`config.mk`:
```
export PLATFORM = sky130hd
export DESIGN_NAME = pm_event_sci
export DESIGN_NICKNAME = d
export VERILOG_FILES = /design/src/rtl/pm_evt_pkg.sv /design/src/rtl/pm_sts_bank.sv /design/src/rtl/pm_en_bank.sv /design/src/rtl/pm_sci_drv.sv /design/src/rtl/pm_event_sci.sv
export SDC_FILE = /design/constraint.sdc
export NUM_CORES = 1
export LEC_CHECK = 0
export ABC_AREA = 0
export ABC_CLOCK_PERIOD_IN_PS = 1000
export BUFFER_PORTS_ARGS = -buffer_cell sky130_fd_sc_hd__buf_2
export CAP_MARGIN = 20
export CORE_MARGIN = 8
export CORE_UTILIZATION = 32
export CTS_CLUSTER_SIZE = 30
export DETAILED_ROUTE_END_ITERATION = 8
export PLACE_DENSITY_LB_ADDON = 0.2
export RECOVER_POWER = 25
export SLEW_MARGIN = 15
export SYNTH_ARGS = -nofsm -noshare
export SYNTH_HDL_FRONTEND = slang
export SYNTH_SLANG_ARGS = --single-unit
```
`constraint.sdc`:
```
create_clock -name clk_i -period 1 [get_ports clk_i]
set_input_delay 0.3 -clock clk_i [delete_from_list [all_inputs] [get_ports clk_i]]
set_output_delay 0.3 -clock clk_i [all_outputs]
set_load 0.05 [all_outputs]
```
`src/rtl/pm_evt_pkg.sv`:
```
package pm_evt_pkg;
  localparam int NUM_EVT = 4;

  // event index -> bit position in the 16-bit status/enable layout
  function automatic int evt_pos(input int k);
    case (k)
      0:       return 0;   // timer
      1:       return 5;   // global lock
      2:       return 8;   // power button
      default: return 10;  // rtc alarm
    endcase
  endfunction
endpackage

```
`src/rtl/pm_sts_bank.sv`:
```
module pm_sts_bank #(
  parameter int NUM_EVT = 4
) (
  input  logic               clk_i,
  input  logic               rst_ni,
  input  logic [NUM_EVT-1:0] evt_i,
  input  logic [NUM_EVT-1:0] clr_i,
  output logic [NUM_EVT-1:0] sts_o
);
  logic [NUM_EVT-1:0] sts_q;

  for (genvar k = 0; k < NUM_EVT; k++) begin : g_bit
    // set has priority over write-1-clear
    always_ff @(posedge clk_i or negedge rst_ni) begin
      if (!rst_ni) sts_q[k] <= 1'b0;
      else         sts_q[k] <= evt_i[k] | (sts_q[k] & ~clr_i[k]);
    end


    a_r1_evt_sets: assert property (@(posedge clk_i) disable iff (!rst_ni)
      evt_i[k] |=> sts_o[k]);

    a_r2_w1c_clears: assert property (@(posedge clk_i) disable iff (!rst_ni)
      (clr_i[k] && !evt_i[k]) |=> !sts_o[k]);

    a_r3_set_wins: assert property (@(posedge clk_i) disable iff (!rst_ni)
      (clr_i[k] && evt_i[k]) |=> sts_o[k]);
    // no event and no clear keeps the bit
    a_r2_hold: assert property (@(posedge clk_i) disable iff (!rst_ni)
      (!clr_i[k] && !evt_i[k]) |=> $stable(sts_o[k]));
  end

  assign sts_o = sts_q;
endmodule

```
`src/rtl/pm_en_bank.sv`:
```
module pm_en_bank #(
  parameter int NUM_EVT = 4
) (
  input  logic               clk_i,
  input  logic               rst_ni,
  input  logic               we_i,
  input  logic [NUM_EVT-1:0] wdata_i,
  output logic [NUM_EVT-1:0] en_o
);
  logic [NUM_EVT-1:0] en_q;

  always_ff @(posedge clk_i or negedge rst_ni) begin
    if (!rst_ni)   en_q <= '0;
    else if (we_i) en_q <= wdata_i;
  end

  assign en_o = en_q;


  a_r4_en_load: assert property (@(posedge clk_i) disable iff (!rst_ni)
    we_i |=> (en_o == $past(wdata_i)));
  a_r4_en_hold: assert property (@(posedge clk_i) disable iff (!rst_ni)
    !we_i |=> $stable(en_o));
endmodule

```
`src/rtl/pm_sci_drv.sv`:
```
module pm_sci_drv #(
  parameter int NUM_EVT = 4,
  parameter int PIN_W   = 8,
  parameter int TMR_IDX = 0
) (
  input  logic               clk_i,
  input  logic               rst_ni,
  input  logic [NUM_EVT-1:0] sts_i,
  input  logic [NUM_EVT-1:0] en_i,
  input  logic [PIN_W-1:0]   pin_i,
  output logic               sci_o,
  output logic               tmr_arm_o
);
  logic pin_present;
  logic sci_q;

  assign pin_present = |pin_i;

  always_ff @(posedge clk_i or negedge rst_ni) begin
    if (!rst_ni) sci_q <= 1'b0;
    else         sci_q <= pin_present & (|(sts_i & en_i));
  end

  assign sci_o     = sci_q;
  assign tmr_arm_o = en_i[TMR_IDX] & ~sts_i[TMR_IDX];


  a_r6_sci_rise: assert property (@(posedge clk_i) disable iff (!rst_ni)
    (pin_present && (|(sts_i & en_i))) |=> sci_o);

  a_r7_no_pin: assert property (@(posedge clk_i) disable iff (!rst_ni)
    !pin_present |=> !sci_o);

  a_r10_masked: assert property (@(posedge clk_i) disable iff (!rst_ni)
    ((sts_i & en_i) == '0) |=> !sci_o);
endmodule

```
`src/rtl/pm_event_sci.sv`:
```
module pm_event_sci
  import pm_evt_pkg::*;
#(
  parameter int REG_W = 16,
  parameter int PIN_W = 8
) (
  input  logic             clk_i,
  input  logic             rst_ni,
  input  logic             reg_wr_i,
  input  logic             reg_sel_i,
  input  logic [REG_W-1:0] reg_wdata_i,
  output logic [REG_W-1:0] reg_rdata_o,
  input  logic             evt_tmr_i,
  input  logic             evt_gbl_i,
  input  logic             evt_pwr_i,
  input  logic             evt_rtc_i,
  input  logic [PIN_W-1:0] irq_pin_i,
  output logic             sci_o,
  output logic             tmr_arm_o
);
  localparam int NE = NUM_EVT;

  logic [NE-1:0]    evt;
  logic [NE-1:0]    wdata_c;
  logic [NE-1:0]    clr;
  logic [NE-1:0]    sts_c;
  logic [NE-1:0]    en_c;
  logic [REG_W-1:0] sts_x;
  logic [REG_W-1:0] en_x;
  logic             unused_wdata;

  assign evt          = {evt_rtc_i, evt_pwr_i, evt_gbl_i, evt_tmr_i};
  assign unused_wdata = ^reg_wdata_i;

  for (genvar k = 0; k < NE; k++) begin : g_map
    assign wdata_c[k] = reg_wdata_i[evt_pos(k)];
  end

  assign clr = (reg_wr_i && !reg_sel_i) ? wdata_c : '0;

  pm_sts_bank #(.NUM_EVT(NE)) i_sts (
    .clk_i  (clk_i),
    .rst_ni (rst_ni),
    .evt_i  (evt),
    .clr_i  (clr),
    .sts_o  (sts_c)
  );

  pm_en_bank #(.NUM_EVT(NE)) i_en (
    .clk_i   (clk_i),
    .rst_ni  (rst_ni),
    .we_i    (reg_wr_i & reg_sel_i),
    .wdata_i (wdata_c),
    .en_o    (en_c)
  );

  pm_sci_drv #(.NUM_EVT(NE), .PIN_W(PIN_W), .TMR_IDX(0)) i_sci (
    .clk_i     (clk_i),
    .rst_ni    (rst_ni),
    .sts_i     (sts_c),
    .en_i      (en_c),
    .pin_i     (irq_pin_i),
    .sci_o     (sci_o),
    .tmr_arm_o (tmr_arm_o)
  );

  always_comb begin
    sts_x = '0;
    en_x  = '0;
    for (int k = 0; k < NE; k++) begin
      sts_x[evt_pos(k)] = sts_c[k];
      en_x[evt_pos(k)]  = en_c[k];
    end
  end

  assign reg_rdata_o = reg_sel_i ? en_x : sts_x;


  a_r8_tmr_disarm: assert property (@(posedge clk_i) disable iff (!rst_ni)
    evt_tmr_i |=> !tmr_arm_o);
  // unimplemented bits never read back
  a_r4_rsvd_zero: assert property (@(posedge clk_i) disable iff (!rst_ni)
    (reg_rdata_o & ~16'h0521) == '0);
endmodule

```
======== Word-level counts from Yosys, hierarchy flattened ========
Cells that the tools add are included.
cells by class
  mux-type cells .......................... 2
  bitwise logic cells ..................... 17
  reductions and logical operators ........ 4
operators by type and width
  cell               count
  $mux 11            1
  $reduce_or 8->1    1
  $and 1x1->1        7
  $not 1->1          5
  $and 4x4->4        1
  $mux 4             1
  $or 1x1->1         4
  $reduce_or 4->1    1
  $logic_and 1x1->1  1
  $logic_not 1->1    1
storage, ports and cells
  register bits after elaboration ......... 9
  input port bits ......................... 32

======== Logic depth before layout (Yosys ltp) ========
Gate-level depths: netlist of run 1.
  depth after elaboration ................. 6
  depth in mapped cells ................... 3

======== Modules after synthesis ========
Synthesis of run 1 repeated with hierarchy kept, for this count alone.
unflattened totals
  cells, all modules ...................... 50
  area, all modules ....................... 581.8 um2
by module, submodules not included
  module        instances  cells each  area each (um2)  seq. area each (um2)
  pm_event_sci  1          23          212.7            0.0
  pm_en_bank    1          8           145.1            100.1
  pm_sts_bank   1          12          145.1            100.1
  pm_sci_drv    1          7           78.8             25.0

======== Worst setup path after synthesis of run 1 ========
Ideal clock, no wire load.
  path type ............................... register to output
  from .................................... reg i_sts.sts_q[0] (netlist: i_sts.sts_o[0])
  to ...................................... out tmr_arm_o
  arrival ................................. 1.086 ns
  slack ................................... -0.386 ns
  cell stages (with the launch flop) ...... 2
  buffers on the path ..................... 0
  cell sequence ........................... dfrtp_1 nor2b_1
on the way
  word-level cells in the longest chain between the ends .. 2
ends and longest elaborated chain
  what                               line                source
  from (decl)                        pm_sts_bank.sv:10   logic [NUM_EVT-1:0] sts_q;
  from (signal, indexed assignment)  pm_sts_bank.sv:16   else sts_q[k] <= evt_i[k] | (sts_q[k] & ~clr_i[k]);
  $not 1->1                          pm_sci_drv.sv:25    assign tmr_arm_o = en_i[TMR_IDX] & ~sts_i[TMR_IDX];
  $and 1x1->1                        pm_sci_drv.sv:25
  to (decl)                          pm_event_sci.sv:19  output logic tmr_arm_o
Every way passes these cells.

======== Worst setup path after layout of run 1 ========
  from .................................... reg i_sts.sts_q[1] (netlist: i_sts.sts_o[1])
  to ...................................... out reg_rdata_o[5]
on the way
  word-level cells in the longest chain between the ends .. 1
ends and longest elaborated chain
  what       line                source
  $mux 11    pm_event_sci.sv:76  assign reg_rdata_o = reg_sel_i ? en_x : sts_x;
  to (decl)  pm_event_sci.sv:12  output logic [REG_W-1:0] reg_rdata_o,
Every way passes these cells.

==> results.toml, run 1 <==
[placement]
port_buffers = 25
post-place-cells = 96
pre_cts_ws_ns = -0.3272
dpl.hpwl_mm = 1.130
gp_congestion = 0.7268

[sta]
clock_skew_ns = 0.001325
maxSlewViolCount = 0
setup_ws_ns = -0.3731
finalHoldViolations = 0
finalSetupTns_ns = -1.895
rsz0062_at_grt = "yes"
clock.fmax_mhz = 728.3
finalCriticalPeriod_ns = 1.373
holdWs_ns = 0.2158
finalSetupViolations = 7
post-route-period-util_pct = 137.3

[synthesis]
netlist_area_um2 = 544.3
yosys_register_bits = 9
yosys.area.top_type = "dfrtp_1"
synth_edf_count = 0
yosys_warnings = 0
synthArstFlopShare_pct = 100.0
synth_top_area_share_pct = 41.38
yosysMostFrequentCell = "buf_4"
syn_avg_cell_area_um2 = 11.83
synth.distinct_cells = 11
synth_cells = 46
synth_area_leaders = "dfrtp_1 41%, buf_4 18%, mux2_4 11%"
synth_flop_cell = "dfrtp_1"
synthTopCellsByCount = "13 x buf_4, 9 x dfrtp_1"
yosysSeqAreaShare_pct = 41.38

[power]
peakVddDrop_uv = 689.2
p_int_uw = 790.9
switchingPower_uw = 448.3
seqPwrFrac_pct = 34.1
power.density_nw_per_um2 = 1459
p_sw_share_pct = 36.18
leakagePower_nw = 0.4303
power_frac_clock_pct = 22.7
p_comb_share_pct = 43.2

[drt]
firstDrtPassIters = 3
routed_via_density = 4.437
drt-total-wl_mm = 1.392
drc = 0
wl_per_cell_um = 13.51
drt_iter0_drc = 6
vias = 457
ant_nets = 0

[die]
die_h_um = 57.24
io_pins = 50
die_x_um = 57.24
row_count = 15
die-area_um2 = 3276
initial_core_util_pct = 32.58
core_um2 = 1670

[cts]
cts_made_buffers = 3
clock_latency_ns = 0.26
clkTransAtPathRegs_ns = 0.06
htree_levels = 1
cts_root_buf = "clkbuf_4"
cts_tree = "built"
clk_path_buf_depth = 2
cts_sinks = 9

[finish]
final_util_pct = 50.86
fill_cells = 175
areaGrowthSynthToFinish_pct = 56.09
drive_gt1_share_pct = 60.47
instances_no_fill = 103
nets = 119
diodes = 0

[outcome]
status = "finished with violations"
violations = "setup timing"

[grt]
grt_pass1_wl_mm = 2.201
grt_max_degree = 10
overflow = 0
grt_usage_pct = 8.452
antenna_found_initial = 0
grt_pass1_vias = 539

[critical_path]
arrival_ns = 1.07
critPathRequiredTime_ns = 0.70
crit_fanout = 2
criticalPathCategory = "register to primary output"
end_kind = "primary output"
start_kind = "register"

[job]
maxCapViolCount = 0

[hold_path]
worstHoldPathType = "input port to register"
## stage by stage
step,power (mW),area [µm²]
after detailed placement,0.8867,732.0
final,1.239,849.6
after global placement,0.8838,732.0
after CTS,1.226,825.8
after global routing,1.302,849.6
after floorplan,0.7896,620.6
## registers in the layout (all words and copies together), names as in the netlist
register and flops:
i_sci.sci_o 1, i_en.en_o 4, i_sts.sts_o 4
## power groups by stage
| stage | logic, mW | registers, mW | clock network [mW] |
|---|---|---|---|
| CTS | 0.513 | 0.423 | 0.290 |
| finish | 0.536 | 0.422 | 0.281 |
| global placement | 0.456 | 0.428 | 0 |
| floorplan | 0.341 | 0.448 | 0 |
| global route | 0.565 | 0.426 | 0.311 |
| detailed placement | 0.457 | 0.429 | 0 |
## cell type report
class	count	area [µm²]	area share (%)
Tap cell	17	21.27	2.504
Clock buffer	4	26.28	3.093
Sequential cell	9	225.2	26.51
Timing Repair Buffer	38	276.5	32.55
Multi-Input combinational cell	35	300.3	35.35
## worst paths after layout
check	start	end	slack, ns	depth (start not counted)
worst max-delay path	i_sts.sts_o[1]	reg_rdata_o[5]	-0.37	2
worst min-delay path	evt_rtc_i	i_sts.sts_o[3]	0.22	2
worst max register to register	i_sts.sts_o[0]	i_sci.sci_o	-0.04	4
worst min register to register	i_sts.sts_o[3]	i_sts.sts_o[3]	0.59	2
max in group asynchronous	rst_ni	i_sts.sts_o[2]	0.16	2
min in group asynchronous	rst_ni	i_en.en_o[0]	0.51	2
## what timing repair did
item                                   CTS  global route
gates resized for setup                 15             5
buffers inserted                         1             2
endpoints found under the hold margin    9             0
setup endpoints to repair                7             7
hold buffers                             1             0
pin swaps                                2             2
## cell usage in the layout, fill, tap and decap left out, drive strengths merged
cell type	n
a21o	4
a22oi	3
buf	36
clkbuf	5
conb	12
dfrtp	9
dlygate4sd3	1
mux2	8
nand2	1
nand3b	4
nor2b	1
nor4	2
## cell families (layout without fill, tap and decap cells)
group                  after synthesis  after routing  share of synthesized area, %
AO/OA/AOI/OAI                        7              7                         9.655
buffers and inverters               13             42                         17.93
flip-flops                           9              9                         41.38
multiplexers                         8              8                         19.31
other                                1             12                        0.6890
AND/OR/NAND/NOR                      8              8                         11.03
## layer usage
metal	part of all wire, %	wire, µm	vias up	GRT usage (%)
met3	4.3	60	2	1.570
met4	1.5	21	0	5.357
li1	-	-	219	-
met2	58	810	16	15.94
met5	0	0	-	0
met1	36	499	220	8.150
## critical path, cell delays in order, from the launching register on
cell and delay [ns]:
dfrtp_1 0.38, mux2_4 0.28, buf_6 0.15
(Power assumes the default switching activity.)
==> inputs of run 2 (changes only) <==
Settings changed: CORE_UTILIZATION 32 to 30.
==> run 2 against run 1 <==
Effect of this change: the flow still finishes with violations (setup timing); setup slack worse by 0.025 ns; count of clock-buffer cells in the layout is the same; non-clock buffer count fell by 1; combinational power fell by 4.3%; cell count increased by 6.8%; worst hold slack about the same; sequential cell count is the same; global-route usage increased by 0.48 points; critical path depth unchanged; first-iteration DRC count fell by 17%; routed wire length rose by 6.8%; critical path type unchanged.
==> results.toml, run 2 (synthesis results as in run 1) <==
[outcome]
status = "finished with violations"
violations = "setup timing"

[critical_path]
critPathRequiredTime_ns = 0.70
arrival_ns = 1.10
crit_fanout = 2
crit_path_start = "i_sts.sts_o[2]"
crit_slowest_cell = "dfrtp_1"
slowest_delay_ns = 0.40
worst-path-stages = 2
path_delay_family = "flip-flops"
r2r_cells = 4
path_buf_inv = 1
worstReg2RegStart = "i_sts.sts_o[0]"
start_kind = "register"
path_cells = "mux2_4 -> buf_6"
criticalPathCategory = "register to primary output"
end_kind = "primary output"

[finish]
mostFrequentLayoutCell = "buf_2"
instances_no_fill = 110
drive_gt1_share_pct = 57.65
final_cell_mix = "18 x buf_2, 12 x conb_1, 9 x dfrtp_1, 9 x buf_4, 8 x mux2_4"
areaGrowthSynthToFinish_pct = 54.02
diodes = 0
nets = 118

[sta]
clock.fmax_mhz = 715.1
finalSetupTns_ns = -1.902
finalSetupViolations = 6
relSlewSlack_pct = 66.55
tightest_slew_ns = 0.5018
post-route-period-util_pct = 139.8
setup_ws_ns = -0.3983
rsz0062_at_grt = "yes"
clock_skew_ns = 0.001115
finalHoldViolations = 0
maxSlewViolCount = 0
finalCriticalPeriod_ns = 1.398

[placement]
gp_congestion = 0.7403
port_buffers = 25
dpl.hpwl_mm = 1.201
post-place-cells = 104

[grt]
overflow = 0
grt_use_met1_pct = 9.182
antenna_found_initial = 0
grt_max_degree = 10
grtUsageMet3_pct = 3.913
grt_usage_pct = 8.929
grt_pass1_wl_mm = 2.339
grt_pass1_vias = 515
grt_busiest_layer = "met2"
met2_usage_pct = 13.86

[drt]
drt_iter0_drc = 5
routed_via_density = 4.264
drt-total-wl_mm = 1.487
vias = 469
drc = 0
wl_per_cell_um = 13.52
ant_nets = 0
firstDrtPassIters = 2

[cts]
clock_latency_ns = 0.26
cts_tree = "built"
clkTransAtPathRegs_ns = 0.06
htree_levels = 1
cts_made_buffers = 3
cts_sinks = 9
clk_path_buf_depth = 2
cts_root_buf = "clkbuf_4"

[job]
maxCapViolCount = 0

[die]
die_h_um = 58.60
die_x_um = 58.60
io_pins = 50
die-area_um2 = 3433
initial_core_util_pct = 31.87
core_um2 = 1708
row_count = 15

[hold_path]
whs_path_depth = 2
worstHoldPathType = "input port to register"
hold_start = "evt_pwr_i"

[power]
peakVddDrop_uv = 614.3
power.density_nw_per_um2 = 1453
leakagePower_nw = 0.4238
p_total_mw = 1.218
## run 2: cell types whose count changed in the layout (fill, tap and decap cells not counted)
cell     previous run  this run
buf_6               8         7
a22oi_2             3         1
a22oi_1             0         2
## run 2: layout make-up
type	instances	area, µm²
fillers	175	869.6
multi-input cells	35	290.3
repair buffers	37	265.3
flip-flops and latches	9	225.2
well taps	25	31.28
clock buffers	4	26.28
## run 2: report_power, final
part	internal, mW	switching [mW]	total [mW]
registers	0.401	0.0213	0.422
clock network	0.154	0.129	0.283
logic	0.220	0.292	0.513
## run 2: routing by layer
layer,routed length (µm),vias up,part of all wire [%]
met5,0,-,0
met4,23,0,1.5
met3,176,2,12
met2,679,27,46
met1,608,222,41
li1,-,218,-
## run 2: final timing paths
kind,endpoint,slack [ns]
worst max-delay path,reg_rdata_o[8],-0.40
worst min-delay path,i_sts.sts_o[2],0.22
worst max register to register,i_sci.sci_o,0.01
worst min register to register,i_sts.sts_o[1],0.58
max in group asynchronous,i_en.en_o[2],0.15
min in group asynchronous,i_sci.sci_o,0.51
## run 2: timing repair
action / 4_1_cts / 5_1_grt
buffers inserted: 2 / 0
hold buffers: 1 / 0
resized for setup: 14 / 2
setup endpoints to repair: 6 / 8
endpoints found under the hold margin: 9 / 0
pin swaps: 0 / 2
## run 2: through the flow
step / utilization, % / hold slack, ns / worst slack, ns / cell area (µm²)
CTS: 49.16 / 0.2050 / -0.4029 / 839.6
global placement: 43.44 / 0.1659 / -0.3347 / 742.0
detailed placement: 43.44 / 0.1660 / -0.3431 / 742.0
floorplan: - / 0.004409 / -0.09159 / 620.6
finish: 49.08 / 0.2157 / -0.3983 / 838.3
global route: 49.08 / 0.2001 / -0.4221 / 838.3
